<file path="src/rtl/ddr3_boot_pkg.sv">
package ddr3_boot_pkg;

  localparam int CMD_W      = 32;
  localparam int START_BIT  = 31;
  localparam int RANK1_BIT  = 21;
  localparam int RANK0_BIT  = 20;
  localparam int MRNUM_LSB  = 17;
  localparam int MRNUM_W    = 3;
  localparam int MRDATA_LSB = 4;
  localparam int MRDATA_W   = 13;
  localparam int OP_W       = 4;

  typedef enum logic [OP_W-1:0] {
    OP_DESEL = 4'd0,
    OP_PREA  = 4'd1,
    OP_REF   = 4'd2,
    OP_MRS   = 4'd3,
    OP_ZQCS  = 4'd4,
    OP_ZQCL  = 4'd5,
    OP_RSTL  = 4'd6,
    OP_MRR   = 4'd8,
    OP_DPDE  = 4'd9
  } dram_op_e;

  // Order of this enum is the issue order of the series.
  typedef enum logic [2:0] {
    ST_DESEL = 3'd0,
    ST_PREA  = 3'd1,
    ST_MR2   = 3'd2,
    ST_MR3   = 3'd3,
    ST_MR1   = 3'd4,
    ST_MR0   = 3'd5,
    ST_ZQCL  = 3'd6
  } boot_step_e;

  typedef enum logic [2:0] {
    SQ_IDLE  = 3'd0,
    SQ_PWRUP = 3'd1,
    SQ_HOLD  = 3'd2,
    SQ_POLL  = 3'd3,
    SQ_PAUSE = 3'd4,
    SQ_FAIL  = 3'd5
  } seq_state_e;

  function automatic logic [CMD_W-1:0] pack_cmd(
    input dram_op_e              op,
    input logic [MRNUM_W-1:0]    mr,
    input logic [MRDATA_W-1:0]   data
  );
    logic [CMD_W-1:0] w;
    w = '0;
    w[START_BIT] = 1'b1;
    w[RANK1_BIT] = 1'b1;
    w[RANK0_BIT] = 1'b1;
    w[MRNUM_LSB +: MRNUM_W]   = mr;
    w[MRDATA_LSB +: MRDATA_W] = data;
    w[OP_W-1:0] = op;
    return w;
  endfunction

endpackage

</file>
<file path="src/rtl/ddr3_mode_enc.sv">
module ddr3_mode_enc
  import ddr3_boot_pkg::*;
#(
  parameter int CL_W  = 4,
  parameter int CWL_W = 4,
  parameter int TWR_W = 5
) (
  input  logic                clk,
  input  logic                rst,
  input  logic                load_i,
  input  logic [CL_W-1:0]     cl_i,
  input  logic [CWL_W-1:0]    cwl_i,
  input  logic [TWR_W-1:0]    twr_i,
  output logic [MRDATA_W-1:0] mr0_o,
  output logic [MRDATA_W-1:0] mr1_o,
  output logic [MRDATA_W-1:0] mr2_o,
  output logic [MRDATA_W-1:0] mr3_o
);

  localparam int TW_X = TWR_W + 1;

  logic [CL_W-1:0]     cl_off;
  logic [CWL_W-1:0]    cwl_off;
  logic [TW_X-1:0]     twr_ext;
  logic [TW_X-1:0]     twr_even;
  logic [2:0]          wr_code;
  logic [MRDATA_W-1:0] mr0_d;
  logic [MRDATA_W-1:0] mr1_d;
  logic [MRDATA_W-1:0] mr2_d;

  assign cl_off  = cl_i - CL_W'(4);
  assign cwl_off = cwl_i - CWL_W'(5);
  assign twr_ext = {1'b0, twr_i};

  // Round odd recovery values above 8 up to the next even value.
  always_comb begin
    twr_even = twr_ext;
    if (twr_ext > TW_X'(8)) begin
      twr_even = twr_ext + {{(TW_X-1){1'b0}}, twr_ext[0]};
    end
    if (twr_even <= TW_X'(8)) begin
      wr_code = 3'(twr_even - TW_X'(4));
    end else begin
      wr_code = twr_even[3:1];
    end
  end

  always_comb begin
    mr0_d       = '0;
    mr0_d[11:9] = wr_code;
    mr0_d[8]    = 1'b1;
    mr0_d[6:4]  = cl_off[2:0];
    mr0_d[2]    = cl_off[3];
    mr0_d[1:0]  = 2'b00;
    mr1_d       = '0;
    mr1_d[6]    = 1'b1;
    mr2_d       = '0;
    mr2_d[5:3]  = cwl_off[2:0];
  end

  always_ff @(posedge clk) begin
    if (rst) begin
      mr0_o <= '0;
      mr1_o <= '0;
      mr2_o <= '0;
      mr3_o <= '0;
    end else if (load_i) begin
      mr0_o <= mr0_d;
      mr1_o <= mr1_d;
      mr2_o <= mr2_d;
      mr3_o <= '0;
    end
  end

endmodule

</file>
<file path="src/rtl/ddr3_span_timer.sv">
module ddr3_span_timer #(
  parameter int LIMIT = 2
) (
  input  logic clk,
  input  logic rst,
  input  logic run_i,
  output logic expired_o
);

  localparam int CNT_W = (LIMIT > 1) ? $clog2(LIMIT) : 1;
  localparam logic [CNT_W-1:0] LAST = CNT_W'(LIMIT - 1);

  logic [CNT_W-1:0] cnt_q;

  always_ff @(posedge clk) begin
    if (rst || !run_i) begin
      cnt_q <= '0;
    end else if (cnt_q != LAST) begin
      cnt_q <= cnt_q + CNT_W'(1);
    end
  end

  // True on the LIMIT-th edge since run_i was raised.
  assign expired_o = run_i && (cnt_q == LAST);

endmodule

</file>
<file path="src/rtl/ddr3_boot_fsm.sv">
module ddr3_boot_fsm
  import ddr3_boot_pkg::*;
(
  input  logic                clk,
  input  logic                rst,
  input  logic                start_i,
  input  logic                pwr_done_i,
  input  logic                busy_i,
  input  logic                pwr_expired_i,
  input  logic                us_expired_i,
  input  logic [MRDATA_W-1:0] mr0_i,
  input  logic [MRDATA_W-1:0] mr1_i,
  input  logic [MRDATA_W-1:0] mr2_i,
  input  logic [MRDATA_W-1:0] mr3_i,
  output logic                cfg_load_o,
  output logic                pwr_run_o,
  output logic                us_run_o,
  output logic                pwr_req_o,
  output logic                cmd_valid_o,
  output logic [CMD_W-1:0]    cmd_word_o,
  output logic                done_o,
  output logic                timeout_o
);

  seq_state_e state_q;
  boot_step_e step_q;
  boot_step_e step_nx;

  function automatic logic [CMD_W-1:0] cmd_for(input boot_step_e s);
    case (s)
      ST_DESEL: return pack_cmd(OP_DESEL, 3'd0, '0);
      ST_PREA:  return pack_cmd(OP_PREA,  3'd0, '0);
      ST_MR2:   return pack_cmd(OP_MRS,   3'd2, mr2_i);
      ST_MR3:   return pack_cmd(OP_MRS,   3'd3, mr3_i);
      ST_MR1:   return pack_cmd(OP_MRS,   3'd1, mr1_i);
      ST_MR0:   return pack_cmd(OP_MRS,   3'd0, mr0_i);
      ST_ZQCL:  return pack_cmd(OP_ZQCL,  3'd0, '0);
      default:  return pack_cmd(OP_DESEL, 3'd0, '0);
    endcase
  endfunction

  assign step_nx    = boot_step_e'(step_q + 3'd1);
  assign cfg_load_o = (state_q == SQ_IDLE) && start_i;
  assign pwr_run_o  = (state_q == SQ_PWRUP);
  assign us_run_o   = (state_q == SQ_PAUSE);

  always_ff @(posedge clk) begin
    if (rst) begin
      state_q     <= SQ_IDLE;
      step_q      <= ST_DESEL;
      pwr_req_o   <= 1'b0;
      cmd_valid_o <= 1'b0;
      cmd_word_o  <= '0;
      done_o      <= 1'b0;
      timeout_o   <= 1'b0;
    end else begin
      cmd_valid_o <= 1'b0;
      done_o      <= 1'b0;
      case (state_q)
        SQ_IDLE: begin
          if (start_i) begin
            state_q   <= SQ_PWRUP;
            pwr_req_o <= 1'b1;
          end
        end
        SQ_PWRUP: begin
          if (pwr_done_i) begin
            pwr_req_o   <= 1'b0;
            step_q      <= ST_DESEL;
            cmd_valid_o <= 1'b1;
            cmd_word_o  <= cmd_for(ST_DESEL);
            state_q     <= SQ_HOLD;
          end else if (pwr_expired_i) begin
            pwr_req_o <= 1'b0;
            timeout_o <= 1'b1;
            state_q   <= SQ_FAIL;
          end
        end
        SQ_HOLD: begin
          // Give the port one cycle to raise its busy flag.
          state_q <= SQ_POLL;
        end
        SQ_POLL: begin
          if (!busy_i) begin
            if (step_q == ST_DESEL) begin
              state_q <= SQ_PAUSE;
            end else if (step_q == ST_ZQCL) begin
              done_o  <= 1'b1;
              state_q <= SQ_IDLE;
            end else begin
              step_q      <= step_nx;
              cmd_valid_o <= 1'b1;
              cmd_word_o  <= cmd_for(step_nx);
              state_q     <= SQ_HOLD;
            end
          end
        end
        SQ_PAUSE: begin
          if (us_expired_i) begin
            step_q      <= ST_PREA;
            cmd_valid_o <= 1'b1;
            cmd_word_o  <= cmd_for(ST_PREA);
            state_q     <= SQ_HOLD;
          end
        end
        SQ_FAIL: begin
          state_q <= SQ_FAIL;
        end
        default: begin
          state_q <= SQ_IDLE;
        end
      endcase
    end
  end

endmodule

</file>
<file path="src/rtl/ddr3_boot_seq.sv">
module ddr3_boot_seq
  import ddr3_boot_pkg::*;
#(
  parameter int CL_W        = 4,
  parameter int CWL_W       = 4,
  parameter int TWR_W       = 5,
  parameter int CYC_PER_US  = 100,
  parameter int PWR_TMO_CYC = 50_000_000
) (
  input  logic             clk,
  input  logic             rst,
  input  logic             start_i,
  input  logic [CL_W-1:0]  cl_i,
  input  logic [CWL_W-1:0] cwl_i,
  input  logic [TWR_W-1:0] twr_i,
  output logic             pwr_up_req_o,
  input  logic             pwr_up_done_i,
  output logic             cmd_valid_o,
  output logic [31:0]      cmd_word_o,
  input  logic             cmd_busy_i,
  output logic             done_o,
  output logic             timeout_o
);

  logic                cfg_load;
  logic                pwr_run;
  logic                us_run;
  logic                pwr_expired;
  logic                us_expired;
  logic [MRDATA_W-1:0] mr0;
  logic [MRDATA_W-1:0] mr1;
  logic [MRDATA_W-1:0] mr2;
  logic [MRDATA_W-1:0] mr3;

  ddr3_mode_enc #(
    .CL_W  (CL_W),
    .CWL_W (CWL_W),
    .TWR_W (TWR_W)
  ) u_enc (
    .clk    (clk),
    .rst    (rst),
    .load_i (cfg_load),
    .cl_i   (cl_i),
    .cwl_i  (cwl_i),
    .twr_i  (twr_i),
    .mr0_o  (mr0),
    .mr1_o  (mr1),
    .mr2_o  (mr2),
    .mr3_o  (mr3)
  );

  ddr3_span_timer #(.LIMIT(PWR_TMO_CYC)) u_pwr_tmr (
    .clk       (clk),
    .rst       (rst),
    .run_i     (pwr_run),
    .expired_o (pwr_expired)
  );

  ddr3_span_timer #(.LIMIT(CYC_PER_US)) u_us_tmr (
    .clk       (clk),
    .rst       (rst),
    .run_i     (us_run),
    .expired_o (us_expired)
  );

  ddr3_boot_fsm u_fsm (
    .clk           (clk),
    .rst           (rst),
    .start_i       (start_i),
    .pwr_done_i    (pwr_up_done_i),
    .busy_i        (cmd_busy_i),
    .pwr_expired_i (pwr_expired),
    .us_expired_i  (us_expired),
    .mr0_i         (mr0),
    .mr1_i         (mr1),
    .mr2_i         (mr2),
    .mr3_i         (mr3),
    .cfg_load_o    (cfg_load),
    .pwr_run_o     (pwr_run),
    .us_run_o      (us_run),
    .pwr_req_o     (pwr_up_req_o),
    .cmd_valid_o   (cmd_valid_o),
    .cmd_word_o    (cmd_word_o),
    .done_o        (done_o),
    .timeout_o     (timeout_o)
  );

endmodule

</file>
<file path="config.mk">
export PLATFORM = sky130hd
export DESIGN_NAME = ddr3_boot_seq
export DESIGN_NICKNAME = d
export VERILOG_FILES = /design/src/rtl/ddr3_boot_pkg.sv /design/src/rtl/ddr3_mode_enc.sv /design/src/rtl/ddr3_span_timer.sv /design/src/rtl/ddr3_boot_fsm.sv /design/src/rtl/ddr3_boot_seq.sv
export SDC_FILE = /design/constraint.sdc
export NUM_CORES = 1
export LEC_CHECK = 0
export ABC_CLOCK_PERIOD_IN_PS = 3600
export CORE_MARGIN = 2
export CORE_UTILIZATION = 45
export DETAILED_ROUTE_END_ITERATION = 6
export DONT_BUFFER_PORTS = 1
export SETUP_SLACK_MARGIN = 0.4
export SLEW_MARGIN = 10
export SYNTH_ARGS = -nofsm -noshare
export SYNTH_HDL_FRONTEND = slang
export SYNTH_SLANG_ARGS = --single-unit
export TNS_END_PERCENT = 20
</file>
<file path="constraint.sdc">
create_clock -name clk -period 3.6 [get_ports clk]
set_input_delay 0 -clock clk [delete_from_list [all_inputs] [get_ports clk]]
set_output_delay 0 -clock clk [all_outputs]
set_load 0.03 [all_outputs]
</file>
-- After elaboration in Yosys (flattened, before gate mapping)
Cells that the tools add are included.
- bits in read-only memories: 0
- memories kept: 0
- register bits after elaboration: 87
- bits in writable memories: 0
- word-level logic and storage cells: 96
- bits in latches: 0
- bits of input ports: 18
- $lt $le $gt $ge: 2
- mux-type cells: 34
- add/subtract/negate cells: 7
- multiply operators: 0
- shift operators: 0
- reduce and logical (&&, ||, !) cells: 16
- divide/modulo/power cells: 0
- bitwise operators: 2
- eq/ne operators: 23
- operators with widths (kind ; number):
    32-bit two-way mux ; 5
    19-bit one-hot mux with 6 select lines ; 1
    32-bit one-hot mux with 3 select lines ; 1
    3-bit two-way mux ; 12
    26-bit by 1-bit adder with 26-bit output (second input constant) ; 1
    26-bit == test (second input constant) ; 1
    26-bit != test (second input constant) ; 1
    3-bit == test (second input constant) ; 6
    3-bit one-hot mux with 6 select lines ; 1
    3-bit by 2-bit == test with 1-bit output (second input constant) ; 4
    2-bit != test (second input constant) ; 5
    1-bit two-way mux ; 9
    3-bit one-hot mux with 3 select lines ; 1
    7-bit by 1-bit adder with 7-bit output (second input constant) ; 1
    7-bit == test (second input constant) ; 1
    7-bit != test (second input constant) ; 1
    5-bit by 1-bit adder with 6-bit output ; 1
    3-bit by 1-bit == test with 1-bit output (second input constant) ; 2
    6-bit by 4-bit less-or-equal comparator with 1-bit output (second input constant) ; 1
    3-bit zero test ; 2
    6-bit two-way mux ; 1
    3-bit AND reduction ; 2
    6-bit AND reduction ; 1
    3-bit subtractor (second input constant) ; 2
    other kinds (16) ; 21

-- Longest topological paths before layout
- depth in word-level cells: 7
- depth in mapped cells: 8
- mapped depth without buffers: 7

-- Cells and area by module
From an unflattened synthesis, not the netlist that was laid out.
- cells, all modules: 488
- area, all modules: 4182.8 um^2
- modules (own cells, without submodules) (module ; cells an instance ; sequential area each (um^2) ; instances ; area each (um^2)):
    ddr3_boot_fsm ; 201 ; 580.6 ; 1 ; 1779.2
    ddr3_span_timer (u_pwr_tmr) ; 145 ; 520.5 ; 1 ; 1233.7
    ddr3_mode_enc ; 105 ; 220.2 ; 1 ; 833.3
    ddr3_span_timer (u_us_tmr) ; 37 ; 140.1 ; 1 ; 336.6

-- Worst setup path after synthesis
No wires, ideal clock.
- kind: register to register
- start: reg u_fsm.step_q[0]
- end: reg u_fsm.cmd_word_o[14]
- arrival time: 1.821 ns
- path buffers: 1
- stages on the path, launching flop included: 9
- slack: 1.662 ns
- library setup time: 0.117 ns
- cell sequence: dfxtp_1 inv_1 ha_1 mux2_2 o21ai_2 o21bai_2 nor2_2 buf_2 a22o_1
- word-level cells in the longest chain between the ends: 7
- elaborated cells on any way between the ends: 17
- those cells by class: add/sub: 1; eq/ne: 9; mux: 5; reduce/logical: 2
- RTL lines (element ; RTL line ; RTL):
    from (decl) ; ddr3_boot_fsm.sv:26 ; boot_step_e step_q;
    from (signal assigned) ; ddr3_boot_fsm.sv:91 ; step_q <= step_nx;
    3-bit by 1-bit adder with 3-bit output ; ddr3_boot_fsm.sv:42 ; assign step_nx = boot_step_e'(step_q + 3'd1);
    3-bit == test (tied with other cells) ; ddr3_boot_fsm.sv:30 ; case (s)
    19-bit one-hot mux with 6 select lines ; ddr3_boot_fsm.sv:30 ;
    32-bit two-way mux ; ddr3_boot_fsm.sv:87 ; end else if (step_q == ST_ZQCL) begin
    32-bit two-way mux ; ddr3_boot_fsm.sv:85 ; if (step_q == ST_DESEL) begin
    32-bit two-way mux ; ddr3_boot_fsm.sv:84 ; if (!busy_i) begin
    32-bit one-hot mux with 3 select lines ; ddr3_boot_fsm.sv:59 ; case (state_q)
    to (signal assigned) ; ddr3_boot_fsm.sv:71 ; cmd_word_o <= cmd_for(ST_DESEL);
    to (signal assigned) ; ddr3_boot_fsm.sv:93 ; cmd_word_o <= cmd_for(step_nx);
    to (signal assigned) ; ddr3_boot_fsm.sv:102 ; cmd_word_o <= cmd_for(ST_PREA);
    to (decl) ; ddr3_boot_fsm.sv:20 ; output logic [CMD_W-1:0] cmd_word_o,
Parallel ways exist; a longest one is shown, timed or not. The select of a mux whose other input is x is not followed.
A chain may end at the register's enable or synchronous reset.

-- Final worst setup path
- start: reg u_fsm.state_q[0]
- end: reg u_pwr_tmr.cnt_q[13]
- word-level cells in the longest chain between the ends: 3
- RTL lines (element ; RTL line ; RTL):
    from (decl) ; ddr3_boot_fsm.sv:25 ; seq_state_e state_q;
    from (signal assigned) ; ddr3_boot_fsm.sv:49 ; state_q <= SQ_IDLE;
    from (signal assigned) ; ddr3_boot_fsm.sv:62 ; state_q <= SQ_PWRUP;
    from (signal assigned) ; ddr3_boot_fsm.sv:72 ; state_q <= SQ_HOLD;
    3-bit by 1-bit == test with 1-bit output ; ddr3_boot_fsm.sv:44 ; assign pwr_run_o = (state_q == SQ_PWRUP);
    1-bit zero test ; ddr3_span_timer.sv:16 ; if (rst || !run_i) begin
    1-bit logical OR ; ddr3_span_timer.sv:16 ;
    to (signal assigned) ; ddr3_span_timer.sv:19 ; cnt_q <= cnt_q + CNT_W'(1);
    to (decl) ; ddr3_span_timer.sv:13 ; logic [CNT_W-1:0] cnt_q;
No other way between the ends.

==> summary.txt <==
Outcome = completed
Die Area = 0.008428 sq mm
Antenna violations before repair = 0
VDD IR max = 0.0001737 V
CP max-delay cell = or3_1
Slew headroom = 0.3161
DRC viols = 0
R2R Path End = u_pwr_tmr.cnt_q[13]
CP endpoint = u_pwr_tmr.cnt_q[13]
Synth area leaders = dfxtp_1 40%, nor2_1 5.4%, ha_1 4.0%, buf_4 3.9%, xor2_1 3.8%
Worst Path Required = 3880 ps
Vias per std cell = 5.314
Crit path arrival time = 2480 ps
Hold Fails Final Rpt = 0
Syn Std Cell Area = 0.003470 sq mm
RSZ-0062 raised after global routing = no
Slew @ Worst Pin = 1022 ps
Crit-path max FO = 25
Post-synth EDFFs = 0
Die height = 91.81 um
Cts hold-fix bufs = 18
FF-to-FF Start = u_fsm.state_q[0]
Setup bufs post-CTS = 0
Final wirelength = 6.872 mm
Worst reg2reg setup slack = 1400 ps
Crit path capture type = register
Cell family with most CP delay = simple AND/OR/NAND/NOR gates
Grt ovf = 0
Most used routing layer = met2
Gr usage total = 0.1697
Die Wd = 91.81 um
Fillers = 755
CTS H-tree lvls = 3
Ports = 54
DRT iter0 DRCs = 93
Core Rows = 32
Multi-input gate area = 0.001889 sq mm
Synth Area in Adders = 0.03967
Post-synthesis area per instance = 8.762 sq um
Largest family of logic cells by synthesized area = simple AND/OR/NAND/NOR gates
Synth cell count leaders = 69 x dfxtp_1, 50 x nor2_1, 31 x nand2_1, 18 x buf_4, 17 x a21oi_1
Clock-pin slew on the worst setup and hold paths = 80 ps
CTS resizes = 0
Register area = 0.001381 sq mm
Final Cycle Share = 0.6117
Root Buffer = clkbuf_8
Post-synthesis compound-gate area fraction = 0.1424
CTS sink count = 69
Worst path cell trace = nand2b_1, or3_1, or4_1, nand2_1
Leakage power = 0.001468 uW
Flop and latch count out of synthesis = 69
Worst min path class = in -> reg
Crit path buffers/inverters = 0
Post-Synth XOR/XNOR Area = 0.05554
WP depth = 4
Area growth, synth to finish = 10.93%
Met1 Use GR = 0.2273
Worst Clk Skew = 8.532 ps
Cts bufs inserted = 9
Core ar. = 0.007607 sq mm
Synth Area in Simple Gates = 0.2697
Vias in the first global route = 2,475
Kind of critical path = reg -> reg
Avg WL per Cell = 13.42 um
Count leader, synth = dfxtp_1
Layout cells sized above 1 = 0.07805
DR vias = 2,721
RD Place Congestion = 0.8063
Fin Setup TNS = 0 ps
Slowest stage delay, CP = 700 ps
GR Util met2 = 0.2629
Dominant cell type by area after synthesis = dfxtp_1
Grt met3 use = 0.05423
Initial core utilization = 0.4561
Max-capacitance violation count = 0
Period minus WS final = 2202 ps
Clk buf depth = 2
CP Launch Point = u_fsm.state_q[0]
Nets = 434
Top cell type's share of synthesized area = 0.3981
Post-synthesis sequential area ratio = 0.3981
Post-detailed-route count of antenna-violating nets = 0
Final core area utilization = 0.5059
# diodes = 0
Power Density = 441.9 mW/mm^2
Port buffer count = 0
CP startpoint kind = register
Main synth FF type = dfxtp_1
Finish-stage setup viols = 0
Synth warn = 0
R2R depth = 4
Netlist cell types = 59
Pre-Repair DR Iteration Count = 4
Clock latency on the worst-skew pair = 340 ps
Largest net degree at the start of global routing = 28
TritonCTS clock tree = built
Post-DP HPWL = 4.595 mm
Synthesized instance count = 396
Pins Over Slew Limit = 0
Fmax = 454.1 MHz
First-pass GRT wire length = 11.66 mm
Share of flip-flops with an asynchronous set or reset = 0
Mux share of post-synthesis cell area = 0.02092
[layout by cell type (no fill, tap or decap), types with 7 or more instances in the layout]
cell	n
nand3_1	14
o21ai_0	12
nand4_1	12
and3_1	8
nor2_1	50
or3_1	8
ha_1	11
clkbuf_8	11
conb_1	15
xnor2_1	7
a21oi_1	17
dfxtp_1	69
nand2b_1	8
a22o_1	9
dlygate4sd3_1	18
inv_1	10
xor2_1	15
nor3_1	8
nand2_1	31
[worst min-delay path: cells and delay by family]
family,cells,cell delay [ps]
compound gates,1,50
simple gates,1,120
mux,1,150
[metrics by stage]
stage | hold WS [ps] | instance area (sq um) | total power [uW] | setup slack, ps | cells
2_1_floorplan | 95.63 | 3522 | 979.6 | 1662 | 410
3_3_place_gp | 74.30 | 3443 | 983.6 | 1434 | 478
3_5_place_dp | 74.76 | 3443 | 986.7 | 1407 | 478
4_1_cts | 15.82 | 3849 | 1719 | 1386 | 512
5_1_grt | 62.29 | 3849 | 1782 | 1187 | 512
6_report | 21.73 | 3849 | 1701 | 1398 | 512
[cell families after synthesis]
logic type / count (synthesis)
compound gates: 72
mux: 7
simple gates: 169
flops: 69
fa+ha+maj: 11
xor+xnor: 22
buf+inv: 45
other cells: 1
[where the power goes]
group | switching (uW) | internal (uW) | leakage [uW] | total [uW]
clock | 281 | 426 | 0.000116 | 707
sequential | 36.7 | 787 | 0.000559 | 824
combinational | 103 | 66.4 | 0.000792 | 170
total | 421 | 1280 | 0.00147 | 1700
[worst min path at each step]
stage / start / to / slack [ps] / depth (start not counted)
3_3_place_gp: rst / u_fsm.state_q[1] / 70 / 1
6_report: pwr_up_done_i / u_fsm.state_q[0] / 20 / 3
2_1_floorplan: cl_i[2] / u_enc.mr0_o[6] / 100 / 1
5_1_grt: pwr_up_done_i / u_fsm.cmd_word_o[0] / 60 / 3
4_1_cts: pwr_up_done_i / u_fsm.cmd_word_o[0] / 20 / 3
3_5_place_dp: rst / u_fsm.state_q[1] / 70 / 1
[sequential cells by signal, summed over array words and instances (netlist names)]
signal and flops:
u_pwr_tmr.cnt_q 26, u_fsm.timeout_o 1, u_us_tmr.cnt_q 7, u_fsm.state_q 3, u_fsm.pwr_req_o 1, u_enc.mr0_o 8, u_fsm.cmd_word_o 15, u_fsm.cmd_valid_o 1
u_enc.mr2_o 3, u_fsm.done_o 1, u_fsm.step_q 3
[metal layers]
layer | up-vias | share of wire
li1 | 1393 | -
met1 | 1274 | 0.50
met2 | 48 | 0.45
met3 | 6 | 0.041
met4 | 0 | 0.0096
met5 | - | 0
[final cells by class]
cell class | count | area share
clock inverters | 4 | 0.01821
repair buffers | 19 | 0.04876
flip-flops and latches | 69 | 0.3589
multi-input cells | 296 | 0.4909
clock buffers | 12 | 0.04031
well taps | 102 | 0.03316
inverters | 10 | 0.009753
No activity file was read; power rests on OpenSTA's default activity.
